<file path="src/rtl/otc_pkg.sv">
package otc_pkg;

    // Trim code as seen on the input pins.
    typedef struct packed {
        logic       faster;   // 1: shorten adjusted seconds, 0: lengthen them
        logic [1:0] mag;      // number of 10 ppm steps
    } trim_code_t;

    // Length of the current second relative to nominal.
    typedef enum logic [1:0] {
        ADJ_NONE  = 2'd0,
        ADJ_SHORT = 2'd1,
        ADJ_LONG  = 2'd2
    } adj_e;

    // Number of adjusted seconds in one window for a given magnitude.
    function automatic int unsigned slots_for(input logic [1:0] mag,
                                              input int unsigned step);
        return int'(mag) * step;
    endfunction

endpackage

</file>
<file path="src/rtl/otc_fast_tap.sv">
module otc_fast_tap #(
    parameter int unsigned FAST_DIV = 8
) (
    input  logic clk_i,
    input  logic rst_i,
    output logic fast_o
);
    localparam int unsigned PW = (FAST_DIV < 2) ? 1 : $clog2(FAST_DIV);

    logic [PW-1:0] pre_q;

    // Free-running prescaler; it is never stretched or shortened by the trim.
    always_ff @(posedge clk_i) begin
        if (rst_i) pre_q <= '0;
        else       pre_q <= pre_q + 1'b1;
    end

    generate
        if (FAST_DIV < 2) begin : g_degenerate
            assign fast_o = 1'b0;
        end else begin : g_msb
            assign fast_o = pre_q[PW-1];
        end
    endgenerate

endmodule

</file>
<file path="src/rtl/otc_schedule.sv">
module otc_schedule
    import otc_pkg::*;
#(
    parameter int unsigned WINDOW_SEC     = 100,
    parameter int unsigned SLOTS_PER_STEP = 33
) (
    input  logic       clk_i,
    input  logic       rst_i,
    input  logic [2:0] trim_i,
    input  logic       sec_end_i,
    output adj_e       adj_o
);
    localparam int unsigned AW = $clog2(WINDOW_SEC + 1);
    localparam int unsigned SW = $clog2(WINDOW_SEC + 1);
    localparam logic [SW-1:0] LAST_SEC = SW'(WINDOW_SEC - 1);
    localparam logic [AW:0]   WIN_SUM  = (AW+1)'(WINDOW_SEC);

    trim_code_t     code_q;
    logic [SW-1:0]  sidx_q;
    logic [AW-1:0]  acc_q;
    logic [AW-1:0]  slots;
    logic [AW:0]    sum;
    logic           hit;
    logic           win_end;

    // Error accumulator: one adjusted second each time it passes the window size.
    assign slots   = AW'(slots_for(code_q.mag, SLOTS_PER_STEP));
    assign sum     = {1'b0, acc_q} + {1'b0, slots};
    assign hit     = (sum >= WIN_SUM);
    assign win_end = sec_end_i && (sidx_q == LAST_SEC);

    always_comb begin
        if (!hit)              adj_o = ADJ_NONE;
        else if (code_q.faster) adj_o = ADJ_SHORT;
        else                   adj_o = ADJ_LONG;
    end

    always_ff @(posedge clk_i) begin
        if (rst_i) begin
            code_q <= trim_code_t'(trim_i);
            sidx_q <= '0;
            acc_q  <= '0;
        end else if (win_end) begin
            code_q <= trim_code_t'(trim_i);
            sidx_q <= '0;
            acc_q  <= '0;
        end else if (sec_end_i) begin
            sidx_q <= sidx_q + 1'b1;
            acc_q  <= hit ? AW'(sum - WIN_SUM) : AW'(sum);
        end
    end

    // Checker: count adjusted seconds seen in the current window.
    logic [AW-1:0] seen_q;
    always_ff @(posedge clk_i) begin
        if (rst_i || win_end) seen_q <= '0;
        else if (sec_end_i && hit) seen_q <= seen_q + 1'b1;
    end

    AST_CODE_HOLD: assert property (@(posedge clk_i) disable iff (rst_i)
        !win_end |=> $stable(code_q));

    AST_ADJ_TOTAL: assert property (@(posedge clk_i) disable iff (rst_i)
        win_end |-> (int'(seen_q) + int'(hit)) == int'(slots));

endmodule

</file>
<file path="src/rtl/otc_sec_div.sv">
module otc_sec_div
    import otc_pkg::*;
#(
    parameter int unsigned CNT_PER_SEC = 32768
) (
    input  logic clk_i,
    input  logic rst_i,
    input  adj_e adj_i,
    output logic sec_end_o,
    output logic hz1_o
);
    localparam int unsigned CW = $clog2(CNT_PER_SEC + 1);
    localparam logic [CW-1:0] LAST_NOM   = CW'(CNT_PER_SEC - 1);
    localparam logic [CW-1:0] LAST_SHORT = CW'(CNT_PER_SEC - 2);
    localparam logic [CW-1:0] LAST_LONG  = CW'(CNT_PER_SEC);
    localparam logic [CW-1:0] HALF       = CW'(CNT_PER_SEC / 2);

    logic [CW-1:0] cnt_q;
    logic [CW-1:0] last;

    always_comb begin
        unique case (adj_i)
            ADJ_SHORT: last = LAST_SHORT;
            ADJ_LONG:  last = LAST_LONG;
            default:   last = LAST_NOM;
        endcase
    end

    assign sec_end_o = (cnt_q == last);
    assign hz1_o     = (cnt_q < HALF);

    always_ff @(posedge clk_i) begin
        if (rst_i)          cnt_q <= '0;
        else if (sec_end_o) cnt_q <= '0;
        else                cnt_q <= cnt_q + 1'b1;
    end

    AST_CNT_BOUND: assert property (@(posedge clk_i) disable iff (rst_i)
        cnt_q <= LAST_LONG);

endmodule

</file>
<file path="src/rtl/otc_trim_counter.sv">
module otc_trim_counter
    import otc_pkg::*;
#(
    parameter int unsigned CNT_PER_SEC    = 32768,
    parameter int unsigned WINDOW_SEC     = 100,
    parameter int unsigned SLOTS_PER_STEP = 33,
    parameter int unsigned FAST_DIV       = 8
) (
    input  logic       clk_i,
    input  logic       rst_i,
    input  logic [2:0] trim_i,
    output logic       sec_tick_o,
    output logic       hz1_o,
    output logic       fast_o
);
    adj_e adj;
    logic sec_end;

    otc_schedule #(
        .WINDOW_SEC     (WINDOW_SEC),
        .SLOTS_PER_STEP (SLOTS_PER_STEP)
    ) sched_i (
        .clk_i     (clk_i),
        .rst_i     (rst_i),
        .trim_i    (trim_i),
        .sec_end_i (sec_end),
        .adj_o     (adj)
    );

    otc_sec_div #(
        .CNT_PER_SEC (CNT_PER_SEC)
    ) div_i (
        .clk_i     (clk_i),
        .rst_i     (rst_i),
        .adj_i     (adj),
        .sec_end_o (sec_end),
        .hz1_o     (hz1_o)
    );

    otc_fast_tap #(
        .FAST_DIV (FAST_DIV)
    ) fast_i (
        .clk_i  (clk_i),
        .rst_i  (rst_i),
        .fast_o (fast_o)
    );

    assign sec_tick_o = sec_end;

    AST_TICK_PULSE: assert property (@(posedge clk_i) disable iff (rst_i)
        sec_tick_o |=> !sec_tick_o);

    AST_HZ1_LOW_AT_TICK: assert property (@(posedge clk_i) disable iff (rst_i)
        sec_tick_o |-> !hz1_o);

    AST_HZ1_RISE: assert property (@(posedge clk_i) disable iff (rst_i)
        sec_tick_o |=> hz1_o);

endmodule

</file>
<file path="config.mk">
export PLATFORM = sky130hd
export DESIGN_NAME = otc_trim_counter
export DESIGN_NICKNAME = d
export VERILOG_FILES = /design/src/rtl/otc_pkg.sv /design/src/rtl/otc_fast_tap.sv /design/src/rtl/otc_schedule.sv /design/src/rtl/otc_sec_div.sv /design/src/rtl/otc_trim_counter.sv
export SDC_FILE = /design/constraint.sdc
export NUM_CORES = 1
export LEC_CHECK = 0
export CAP_MARGIN = 40
export CORE_MARGIN = 3
export CORE_UTILIZATION = 50
export CTS_CLUSTER_DIAMETER = 100
export DETAILED_ROUTE_END_ITERATION = 16
export DONT_BUFFER_PORTS = 1
export GPL_TIMING_DRIVEN = 0
export PLACE_DENSITY = 0.73
export SYNTH_ARGS = -nofsm -noshare
export SYNTH_HDL_FRONTEND = slang
export SYNTH_SLANG_ARGS = --single-unit
export TNS_END_PERCENT = 50
</file>
<file path="constraint.sdc">
create_clock -name clk_i -period 7 [get_ports clk_i]
set_input_delay 1.4 -clock clk_i [delete_from_list [all_inputs] [get_ports clk_i]]
set_output_delay 1.4 -clock clk_i [all_outputs]
set_load 0.02 [all_outputs]
</file>
==> impl_metrics.csv <==
group,metric,value,unit
status,status,"finished clean",
yosys,yosysTopAreaCellShare,0.334,
yosys,yosysTopAreaCell,"dfxtp_1",
worst_setup_path,cp-start-kind,"flop",
routing,wl_per_cell,13.4,um
clocking,clockBufferDepth,2,
routing,via_count,1615,
worst_setup_path,crit_fanout,9,
clocking,cts_tree,"built",
global_routing,grt_max_degree,11,
clocking,cts.sinks,36,
timing,fin_crit_sh,0.647,
yosys,syn_nets,245,
timing,rsz0062_at_grt,"false",
yosys,ys.flop_type,"dfxtp_1",
pwr,p_clk_frac,0.354,
worst_setup_path,required,5600,ps
layout,area_delta_synth_final,6.70,%
pwr,combPwrFrac,0.067,
clocking,htree_levels,2,
clocking,cts_setup_buffers,0,
timing,tightest_slew,514,ps
yosys,synth_seq_area_share,0.379,
worst_setup_path,worst_setup_path_end_kind,"output pin",
global_routing,grt_pass1_vias,1420,
yosys,ys_warn_count,0,
die,die_y,68.9,um
timing,fin_hold_ws,425,ps
routing,drtIter0Drc,98,
pwr,p_int,0.289,mW
worst_setup_path,critPathKind,"reg -> out",
layout,nets,252,
yosys,synthesis.area,1980,um2
timing,fin_crit,4530,ps
worst_setup_path,worst_ep_arrival_time,3130,ps
pwr,p_seq_frac,0.579,
pwr,p_switching,0.0852,mW
die,design.die.area,4750,um2
flow_run,cap_violations,0,
layout,final_core_util,0.565,
pwr,power.leakage,0.775,nW
routing,highest_layer,"met4",
worst_setup_path,critical-path-max-stage-delay,390,ps
yosys,avgSynthCellArea,8.61,um2
clocking,cts_made_buffers,5,
die,die_w,68.9,um
yosys,synth_area_leaders,"dfxtp_1 33%, ha_1 5.7%, xor2_1 5.3%, nor2_1 4.9%, edfxtp_1 4.5%",
pwr,switching_share,0.227,
routing,wirelength,3820,um
worst_setup_path,cpMostUsedCell,"inv_1",
clocking,path_clk_slew,60,ps
timing,drv_slew,0,
worst_setup_path,cp_cell_sequence,"ha_1 > inv_1 > fa_1 > buf_6 > xnor2_1 > inv_1 > ha_1 > nand2b_1 > mux2_4 > o211ai_2 > o21a_1 > buf_6 > o211ai_1 > inv_1",
global_routing,grt_pass1_wl,6530,um
place,place_ws,2770,ps
clocking,worst_skew_pair.late_latency,290,ps
routing,antenna_left,0,
timing,clock.fmax,221,MHz
timing,hold_violations,0,
routing,wl_met1,1930,um
global_routing,gr-total-overflow,0,
die,coreArea,3740,um2
clocking,ctsHoldBuffers,0,
die,top_level_ports,8,
worst_hold_path,hold_path_class,"reg -> reg",
place,port-buffer-count,0,
global_routing,track_usage,0.187,
timing,finClkSkew,7.25,ps
yosys,async_reset_ff_frac,0,
global_routing,grt_antenna_before_repair,0,
yosys,ys_ff_latch,36,
pwr,vdd_drop_max,0.000114,V
layout,antennaDiodeCount,0,
layout,drive_above_1_share,0.0763,
clocking,ctsResizeCount,0,
die,fp-row-count,22,
yosys,synth-edff-count,3,
routing,met3_length,121,um
timing,setup_viol,0,
worst_setup_path,slowest_stage,"edfxtp_1",
timing,slew_headroom,0.658,
timing,worst_slack,2470,ps
clocking,cts_root_buf,"clkbuf_8",
place,hpwl,2810,um
yosys,synth_cell_type_count,44,
pwr,power_density,177,nW/um2
place,gp_congestion,0.811,
routing,firstDrtPassIters,4,
yosys,synth_cells,230,
die,start_util,0.529,
routing,wl_met2,1690,um
routing,drcViolationCount,0,
timing,setup_tns,0,ps
routing,via_per_inst,5.69,
cells in the final DEF (no fill, tap or decap), types with 4 or more instances in the layout:
cell	count
and2_1	4
o211ai_1	5
nand2_1	20
or3_1	6
nor2_1	26
ha_1	9
clkbuf_8	5
clkbuf_1	4
dfxtp_1	33
and3_1	5
xnor2_1	8
nand3_1	14
o21ai_1	4
nand4_1	5
xor2_1	12
nor4_1	5
a21oi_1	17
inv_1	10
layout make-up:
type                    count  area [um2]
fillers                   366        1630
multi-input cells         174        1120
flip-flops and latches     36         751
clock buffers               6        72.6
plain buffers              10        67.6
well taps                  48        60.1
inverters                  10        37.5
power by group through the flow:
stage | Combinational (mW) | Clock (mW) | Sequential (mW)
final | 0.0251 | 0.133 | 0.217
after global routing | 0.0293 | 0.145 | 0.217
after CTS | 0.0252 | 0.137 | 0.217
after detailed placement | 0.0250 | 0 | 0.221
after global placement | 0.0247 | 0 | 0.221
after floorplan | 0.0207 | 0 | 0.220
flip-flops by register name, indices dropped and copies added, names as in the netlist:
signal	flops
sched_i.acc_q	7
sched_i.code_q	3
div_i.cnt_q	16
fast_i.pre_q	3
sched_i.sidx_q	7
path summary, 6_finish.rpt:
path / slack, ps / startpoint / cells after the start / to
setup / recovery: 2470 / sched_i.code_q[0]$_DFFE_PP_ / 14 / sec_tick_o
hold / removal: 430 / fast_i.pre_q[0]$_SDFF_PP0_ / 1 / fast_i.pre_q[0]$_SDFF_PP0_
setup reg to reg: 3380 / sched_i.code_q[0]$_DFFE_PP_ / 16 / sched_i.code_q[1]$_DFFE_PP_
hold reg to reg: 430 / fast_i.pre_q[0]$_SDFF_PP0_ / 1 / fast_i.pre_q[0]$_SDFF_PP0_
logic make-up after synthesis:
| family | Yosys count | synth area share |
|---|---|---|
| flip-flops | 36 | 0.379 |
| adder cells (fa/ha/maj) | 10 | 0.0670 |
| XOR/XNOR | 20 | 0.0884 |
| AO/OA/AOI/OAI | 41 | 0.137 |
| buffers and inverters | 20 | 0.0531 |
| AND/OR/NAND/NOR | 102 | 0.268 |
| multiplexers | 1 | 0.00758 |
worst max-delay path: cells and delay by family (launching register included):
family | cells | cell delay, ps
compound gates | 3 | 480
xor+xnor | 1 | 130
fa+ha+maj | 3 | 760
buf+inv | 5 | 730
flops | 1 | 390
mux | 1 | 290
simple gates | 1 | 70
metal layers:
layer,global-route usage,vias to the layer above
met3,0.0454,7
met1,0.253,749
met2,0.283,24
met5,0,-
met4,0.0730,0
li1,-,835
cell usage after synthesis, types with 2 or more instances:
| cell type | count |
|---|---|
| and3_1 | 5 |
| and4_1 | 3 |
| a21oi_1 | 17 |
| and2_1 | 4 |
| xnor2_1 | 8 |
| edfxtp_1 | 3 |
| nor3_1 | 2 |
| clkbuf_1 | 3 |
| dfxtp_1 | 33 |
| nor2_1 | 26 |
| nand3_1 | 14 |
| buf_2 | 3 |
| o211ai_1 | 5 |
| nor4_1 | 5 |
| o31ai_1 | 3 |
| a41oi_1 | 2 |
| o21ai_1 | 4 |
| xor2_1 | 12 |
| ha_1 | 9 |
| nand4_1 | 5 |
| nand2_1 | 20 |
| or3_1 | 6 |
| or4_1 | 3 |
| nor4b_1 | 2 |
| inv_1 | 10 |
| o211ai_2 | 2 |
| o21ai_0 | 2 |
| buf_6 | 3 |
metrics by stage:
step	area [um2]	instances	power, mW
after detailed placement	2040	278	0.246
after CTS	2110	284	0.379
after floorplan	1980	230	0.241
after global placement	2040	278	0.246
final	2110	284	0.374
after global routing	2110	284	0.391
Power figures use the tool's default switching activity.
